`src/rtl/irq_pkg.sv`:
```
package irq_pkg;
    localparam int LVL_W   = 2;
    localparam int NUM_LVL = 1 << LVL_W;
    typedef logic [LVL_W-1:0]   lvl_t;
    typedef logic [NUM_LVL-1:0] lvl_mask_t;
endpackage

```
`src/rtl/irq_pend.sv`:
```
module irq_pend #(
    parameter int NUM_SRC = 11,
    localparam int IDX_W  = (NUM_SRC > 1) ? $clog2(NUM_SRC) : 1
) (
    input  logic               clk,
    input  logic               rst_n,
    input  logic [NUM_SRC-1:0] src_in,
    input  logic [NUM_SRC-1:0] edge_mode,
    input  logic               clr_vld,
    input  logic [IDX_W-1:0]   clr_idx,
    output logic [NUM_SRC-1:0] pend
);
    typedef struct packed {
        logic [NUM_SRC-1:0] prev;
        logic [NUM_SRC-1:0] held;
    } pend_st_t;

    pend_st_t st_d, st_q;

    always_comb begin
        st_d.prev = src_in;
        for (int i = 0; i < NUM_SRC; i++) begin
            st_d.held[i] = (src_in[i] & ~st_q.prev[i])
                         | (st_q.held[i] & ~(clr_vld && (clr_idx == IDX_W'(i))));
        end
    end

    always_ff @(posedge clk or negedge rst_n) begin
        if (!rst_n) st_q <= '0;
        else        st_q <= st_d;
    end

    for (genvar g = 0; g < NUM_SRC; g++) begin : g_src
        assign pend[g] = edge_mode[g] ? st_q.held[g] : src_in[g];


        held_keep_chk: assert property (@(posedge clk) disable iff (!rst_n)
            (st_q.held[g] && !(clr_vld && clr_idx == IDX_W'(g))) |=> st_q.held[g]);
    end
endmodule

```
`src/rtl/irq_arb.sv`:
```
module irq_arb
    import irq_pkg::*;
#(
    parameter int NUM_SRC = 11,
    localparam int IDX_W  = (NUM_SRC > 1) ? $clog2(NUM_SRC) : 1
) (
    input  logic [NUM_SRC-1:0] elig,
    input  logic [NUM_SRC-1:0] prio_hi,
    input  logic [NUM_SRC-1:0] prio_lo,
    output logic               win_vld,
    output logic [IDX_W-1:0]   win_idx,
    output lvl_t               win_lvl
);
    lvl_t src_lvl [NUM_SRC];

    for (genvar g = 0; g < NUM_SRC; g++) begin : g_lvl
        assign src_lvl[g] = {prio_hi[g], prio_lo[g]};
    end

    // Walk from the top index down; ">=" lets a lower index take a tie.
    always_comb begin
        win_vld = 1'b0;
        win_idx = '0;
        win_lvl = '0;
        for (int i = NUM_SRC - 1; i >= 0; i--) begin
            if (elig[i] && (!win_vld || src_lvl[i] >= win_lvl)) begin
                win_vld = 1'b1;
                win_idx = IDX_W'(i);
                win_lvl = src_lvl[i];
            end
        end
    end
endmodule

```
`src/rtl/irq_isr.sv`:
```
module irq_isr
    import irq_pkg::*;
(
    input  logic      clk,
    input  logic      rst_n,
    input  logic      push,
    input  lvl_t      push_lvl,
    input  logic      pop,
    output lvl_mask_t mask,
    output lvl_t      top_lvl,
    output logic      busy
);
    lvl_mask_t mask_d, mask_q;

    always_comb begin
        top_lvl = '0;
        for (int l = 0; l < NUM_LVL; l++) begin
            if (mask_q[l]) top_lvl = lvl_t'(l);
        end
        busy = |mask_q;
    end

    always_comb begin
        mask_d = mask_q;
        if (pop && busy) mask_d[top_lvl] = 1'b0;
        if (push)        mask_d[push_lvl] = 1'b1;
    end

    always_ff @(posedge clk or negedge rst_n) begin
        if (!rst_n) mask_q <= '0;
        else        mask_q <= mask_d;
    end

    assign mask = mask_q;


    eoi_pop_chk: assert property (@(posedge clk) disable iff (!rst_n)
        (pop && !push && busy) |=> ($countones(mask_q) == $countones($past(mask_q)) - 1));
endmodule

```
`src/rtl/irq_prio_ctrl.sv`:
```
module irq_prio_ctrl
    import irq_pkg::*;
#(
    parameter int NUM_SRC = 11,
    localparam int IDX_W  = (NUM_SRC > 1) ? $clog2(NUM_SRC) : 1
) (
    input  logic               clk,
    input  logic               rst_n,
    input  logic               glob_en,
    input  logic [NUM_SRC-1:0] src_en,
    input  logic [NUM_SRC-1:0] edge_mode,
    input  logic [NUM_SRC-1:0] prio_hi,
    input  logic [NUM_SRC-1:0] prio_lo,
    input  logic [NUM_SRC-1:0] src_in,
    input  logic               ack,
    input  logic               eoi,
    output logic               irq_req,
    output logic [IDX_W-1:0]   irq_vec,
    output logic [LVL_W-1:0]   irq_lvl,
    output logic [NUM_LVL-1:0] isr_mask
);
    typedef struct packed {
        logic             req;
        logic [IDX_W-1:0] vec;
        lvl_t             lvl;
    } out_st_t;

    out_st_t            st_d, st_q;
    logic [NUM_SRC-1:0] pend, elig;
    logic               win_vld, busy, ack_ok;
    logic [IDX_W-1:0]   win_idx;
    lvl_t               win_lvl, top_lvl;
    lvl_mask_t          mask;

    assign ack_ok = ack && st_q.req;

    irq_pend #(.NUM_SRC(NUM_SRC)) u_pend (
        .clk(clk), .rst_n(rst_n), .src_in(src_in), .edge_mode(edge_mode),
        .clr_vld(ack_ok), .clr_idx(st_q.vec), .pend(pend)
    );

    assign elig = pend & src_en & {NUM_SRC{glob_en}};

    irq_arb #(.NUM_SRC(NUM_SRC)) u_arb (
        .elig(elig), .prio_hi(prio_hi), .prio_lo(prio_lo),
        .win_vld(win_vld), .win_idx(win_idx), .win_lvl(win_lvl)
    );

    irq_isr u_isr (
        .clk(clk), .rst_n(rst_n), .push(ack_ok), .push_lvl(st_q.lvl),
        .pop(eoi), .mask(mask), .top_lvl(top_lvl), .busy(busy)
    );

    always_comb begin
        st_d.vec = win_idx;
        st_d.lvl = win_lvl;
        st_d.req = win_vld && (!busy || win_lvl > top_lvl) && !ack_ok;
    end

    always_ff @(posedge clk or negedge rst_n) begin
        if (!rst_n) st_q <= '0;
        else        st_q <= st_d;
    end

    assign irq_req  = st_q.req;
    assign irq_vec  = st_q.vec;
    assign irq_lvl  = st_q.lvl;
    assign isr_mask = mask;


    glob_block_chk: assert property (@(posedge clk) disable iff (!rst_n)
        irq_req |-> $past(glob_en));

    strict_preempt_chk: assert property (@(posedge clk) disable iff (!rst_n)
        irq_req |-> ($past(mask) == '0 || irq_lvl > $past(top_lvl)));

    top_level_hold_chk: assert property (@(posedge clk) disable iff (!rst_n)
        (mask[NUM_LVL-1] && !eoi) |=> (!irq_req && $stable(mask)));

    ack_drop_chk: assert property (@(posedge clk) disable iff (!rst_n)
        (ack && irq_req) |=> (!irq_req && mask[$past(irq_lvl)]));

    vec_range_chk: assert property (@(posedge clk) disable iff (!rst_n)
        irq_req |-> (int'(irq_vec) < NUM_SRC));
endmodule

```
`config.mk`:
```
export PLATFORM = sky130hd
export DESIGN_NAME = irq_prio_ctrl
export DESIGN_NICKNAME = d
export VERILOG_FILES = /design/src/rtl/irq_pkg.sv /design/src/rtl/irq_pend.sv /design/src/rtl/irq_arb.sv /design/src/rtl/irq_isr.sv /design/src/rtl/irq_prio_ctrl.sv
export SDC_FILE = /design/constraint.sdc
export NUM_CORES = 1
export LEC_CHECK = 0
export BUFFER_PORTS_ARGS = -buffer_cell sky130_fd_sc_hd__buf_2
export CAP_MARGIN = 20
export CORE_ASPECT_RATIO = 0.8
export CORE_UTILIZATION = 52
export CTS_CLUSTER_DIAMETER = 40
export CTS_CLUSTER_SIZE = 10
export DETAILED_ROUTE_END_ITERATION = 8
export GPL_TIMING_DRIVEN = 0
export PLACE_DENSITY = 0.8
export REMOVE_ABC_BUFFERS = 1
export SYNTH_ARGS = -nofsm -noshare
export SYNTH_HDL_FRONTEND = slang
export SYNTH_SLANG_ARGS = --single-unit
```
`constraint.sdc`:
```
create_clock -name clk -period 13.82 [get_ports clk]
set_input_delay 2.073 -clock clk [delete_from_list [all_inputs] [get_ports clk]]
set_output_delay 2.073 -clock clk [all_outputs]
set_load 0.05 [all_outputs]
```
==> flow_metrics.env <==
export IMPL_status="finished, violations left"
export IMPL_violations_in_the_final_reports="setup timing"
export IMPL_dr_pass1_iters=5
export IMPL_share_seq_of_total_power_pct=28.8
export IMPL_largest_cells_by_area_after_synthesis="sky130_fd_sc_hd__dfrtp_1, sky130_fd_sc_hd__ha_1, sky130_fd_sc_hd__o21ai_0"
export IMPL_register_bit_count_reported_by_yosys=33
export IMPL_cp_arrival_ns=14.16
export IMPL_synth_ff_type="sky130_fd_sc_hd__dfrtp_1"
export IMPL_final_hold_viol_count=0
export IMPL_p_leak_nw=1.70
export IMPL_grtUsageTotal_pct=27.3
export IMPL_dpl_hpwl_um=4720
export IMPL_floorplan_io_pins=71
export IMPL_clock_power_share_pct=17.1
export IMPL_synth_avg_cell_area_um2=8.58
export IMPL_setup_viol_count_final=1
export IMPL_avgRoutedWirePerCell_um=17.6
export IMPL_cts_buffers=5
export IMPL_grt_pass1_vias=2300
export IMPL_synth_warning_count=0
export IMPL_worst_path_dominant_cell_family="compound AO/OA/AOI/OAI gates"
export IMPL_netSwitchingFraction_pct=42.7
export IMPL_die_w_um=78.4
export IMPL_synth_most_common_cell="sky130_fd_sc_hd__o21ai_0"
export IMPL_cts_htree_levels=2
export IMPL_fin_crit_ns=14.00
export IMPL_place_port_buffers=70
export IMPL_postSynth_asyncResetShare_pct=100
export IMPL_area_growth_syn_to_layout_pct=43.2
export IMPL_relSlewSlack_pct=3.86
export IMPL_synth_lib_cells_used_distinct=53
export IMPL_crit_path_max_fanout=4
export IMPL_cell_internal_pwr_w=0.000263
export IMPL_clock_fmax_ghz=0.0714
export IMPL_skew_ns=0.00499
export IMPL_number_of_enable_type_register_cells_in_the_synthesized_netlist=0
export IMPL_synth_cell_area_mm2=0.00243
export IMPL_slew_viol_final=0
export IMPL_worst_slew_pin_transition_ns=1.44
export IMPL_cts_sink_count=33
export IMPL_globalRouteOverflowTotal=0
export IMPL_critical_path_class="primary input to register"
export IMPL_post_synth_inst_count=283
export IMPL_clock_path_buffers=2
export IMPL_finalNetCount=462
export IMPL_period_share_pct=101
export IMPL_antenna_violations_before_repair=0
export IMPL_setup_ws_final_ns=-0.178
export IMPL_seq_total_area_yosys_pct=34.0
export IMPL_critPathMaxStageDelay_ns=0.46
export IMPL_grt_max_degree=34
export IMPL_drt_iter0_markers=211
export IMPL_finalPower_w=0.000458
export IMPL_synth_top_cell_area_share_pct=34.0
export IMPL_comb_power_share_pct=54.1
export IMPL_cap_violations=0
export IMPL_antenna_cells=0
export IMPL_critPathCaptureType="register"
export IMPL_gp_routability_congestion=0.889
export IMPL_vdd_ir_drop_max_v=0.000109
export IMPL_tritoncts="built"
export IMPL_insertion_delay_ns=0.29
export IMPL_drtAntennaViolNets=0
export IMPL_hold_class="register to register"
export IMPL_final_layout_size_suffix_gt1_share_pct=44.4
export IMPL_start_util_pct=56.0
export IMPL_cp_buffers_inverters=3
export IMPL_root_buffer="sky130_fd_sc_hd__clkbuf_8"
export IMPL_power_per_cell_area_mw_per_mm2=132
export IMPL_netlist_top_cell_by_area="sky130_fd_sc_hd__dfrtp_1"
export IMPL_cts_hold_fix_buffers=0
export IMPL_netSwitchingPower_w=0.000196
export IMPL_postRouteWirelength_um=7740
export IMPL_timing_critical_path_slowest_stage_cell="sky130_fd_sc_hd__a2111o_1"
export IMPL_detailroute_via_count=2668
export IMPL_synth_top_cells_by_count="sky130_fd_sc_hd__o21ai_0, sky130_fd_sc_hd__dfrtp_1, sky130_fd_sc_hd__inv_1, sky130_fd_sc_hd__nand2_1, sky130_fd_sc_hd__ha_1"
export IMPL_placeableCoreArea_mm2=0.00434
export IMPL_crit_path_start_kind="primary input"
export IMPL_critical_path_top_cell_by_count="sky130_fd_sc_hd__nand2b_4"
export IMPL_fp_dieArea_mm2=0.00495
export IMPL_worst_endpoint_required_ns=13.99
export IMPL_unrepaired_setup_endpoints_after_global_routing="yes"
export IMPL_drt_drc_violations_left=0
export IMPL_die_height_um=63.1
export IMPL_clkSlewWorstSetupHoldPaths_ns=0.07
export IMPL_grt_first_pass_wirelength_um=10300
export IMPL_setup_tns_final_ns=-0.178
export IMPL_vias_per_cell=6.06
export IMPL_rows=21
what timing repair did:
item	4_1_cts	5_1_grt
pin swaps	12	40
endpoints found under the setup margin	7	7
resized for setup	22	44
setup buffers	9	15
endpoints found under the hold margin	0	0
placed cells by master, fill, tap and decap left out, types with 3 or more instances in the layout:
cell	synthesis	final
sky130_fd_sc_hd__and3_1	5	4
sky130_fd_sc_hd__clkbuf_8	0	7
sky130_fd_sc_hd__dfrtp_1	33	33
sky130_fd_sc_hd__nor2_1	13	10
sky130_fd_sc_hd__and2_1	6	6
sky130_fd_sc_hd__a21oi_4	0	4
sky130_fd_sc_hd__a21o_1	6	5
sky130_fd_sc_hd__a21oi_1	18	8
sky130_fd_sc_hd__o21ai_1	0	3
sky130_fd_sc_hd__a21oi_2	1	7
sky130_fd_sc_hd__nand2b_4	0	10
sky130_fd_sc_hd__inv_1	28	27
sky130_fd_sc_hd__mux2_4	3	4
sky130_fd_sc_hd__ha_1	20	15
sky130_fd_sc_hd__nand2b_1	13	3
sky130_fd_sc_hd__o21ai_0	38	33
sky130_fd_sc_hd__nand2_1	26	25
sky130_fd_sc_hd__mux2_2	6	5
sky130_fd_sc_hd__ha_4	0	4
sky130_fd_sc_hd__buf_2	0	69
sky130_fd_sc_hd__buf_4	0	22
sky130_fd_sc_hd__nand3_1	13	11
state kept, by name, summed over array words and instances (netlist names):
register and flops:
u_pend.st_q 22, irq_lvl 2, irq_req 1, irq_vec 4, u_isr.mask 4
logic make-up (layout without fill, tap and decap cells):
| logic type | count (synthesis) | in the layout | share of synthesized area (%) |
|---|---|---|---|
| flops | 33 | 33 | 34.0 |
| buf+inv | 29 | 129 | 4.48 |
| mux | 10 | 10 | 5.05 |
| simple gates | 97 | 97 | 21.1 |
| compound gates | 94 | 94 | 25.1 |
| fa+ha+maj | 20 | 20 | 10.3 |
final cells by class:
type,instances,area (um2)
clock inverter,1,5.00
fill,297,858
multi-input combinational,221,1840
clock buffer,7,96.3
inverter,28,105
sequential,33,826
tap,57,71.3
timing repair buffer,93,529
layer usage:
metal | GRT usage (%) | part of all wire (%) | up-vias | wire (um)
met3 | 4.49 | 6.8 | 37 | 528
met4 | 12.0 | 4.3 | 0 | 331
met5 | 0 | 0 | - | 0
met1 | 37.4 | 41 | 1243 | 3170
li1 | - | - | 1225 | -
met2 | 42.5 | 48 | 163 | 3710
stage by stage:
step / instances / area [um2] / setup WS (ns) / hold WS, ns / util (%)
finish: 440 / 3480 / -0.178 / 0.417 / 80.2
floorplan: 282 / 2420 / 0.0485 / 0.400 / -
global route: 440 / 3480 / -0.613 / 0.429 / 80.2
detailed placement: 409 / 2850 / -1.58 / 0.409 / 65.6
global placement: 409 / 2850 / -1.40 / 0.402 / 65.6
CTS: 426 / 3120 / 0.00590 / 0.417 / 71.9
power groups by stage:
stage	combinational (W)	clock, W	sequential (W)
4_1_cts	0.000191	0.0000799	0.000132
2_1_floorplan	0.0000886	0	0.000170
3_3_place_gp	0.000172	0	0.000132
5_1_grt	0.000265	0.0000844	0.000135
6_report	0.000248	0.0000783	0.000132
3_5_place_dp	0.000177	0	0.000133
final timing paths:
check / slack, ns / endpoint / start / cells after the start
worst max-delay path: -0.18 / irq_req / edge_mode[10] / 67
worst min-delay path: 0.42 / u_pend.st_q[3] / u_pend.st_q[14] / 1
worst max register to register: 1.36 / irq_req / u_pend.st_q[10] / 66
worst min register to register: 0.42 / u_pend.st_q[3] / u_pend.st_q[14] / 1
max in group asynchronous: 11.55 / u_pend.st_q[21] / rst_n / 1
min in group asynchronous: 1.83 / u_pend.st_q[13] / rst_n / 1
No activity file was read; power rests on OpenSTA's default activity.
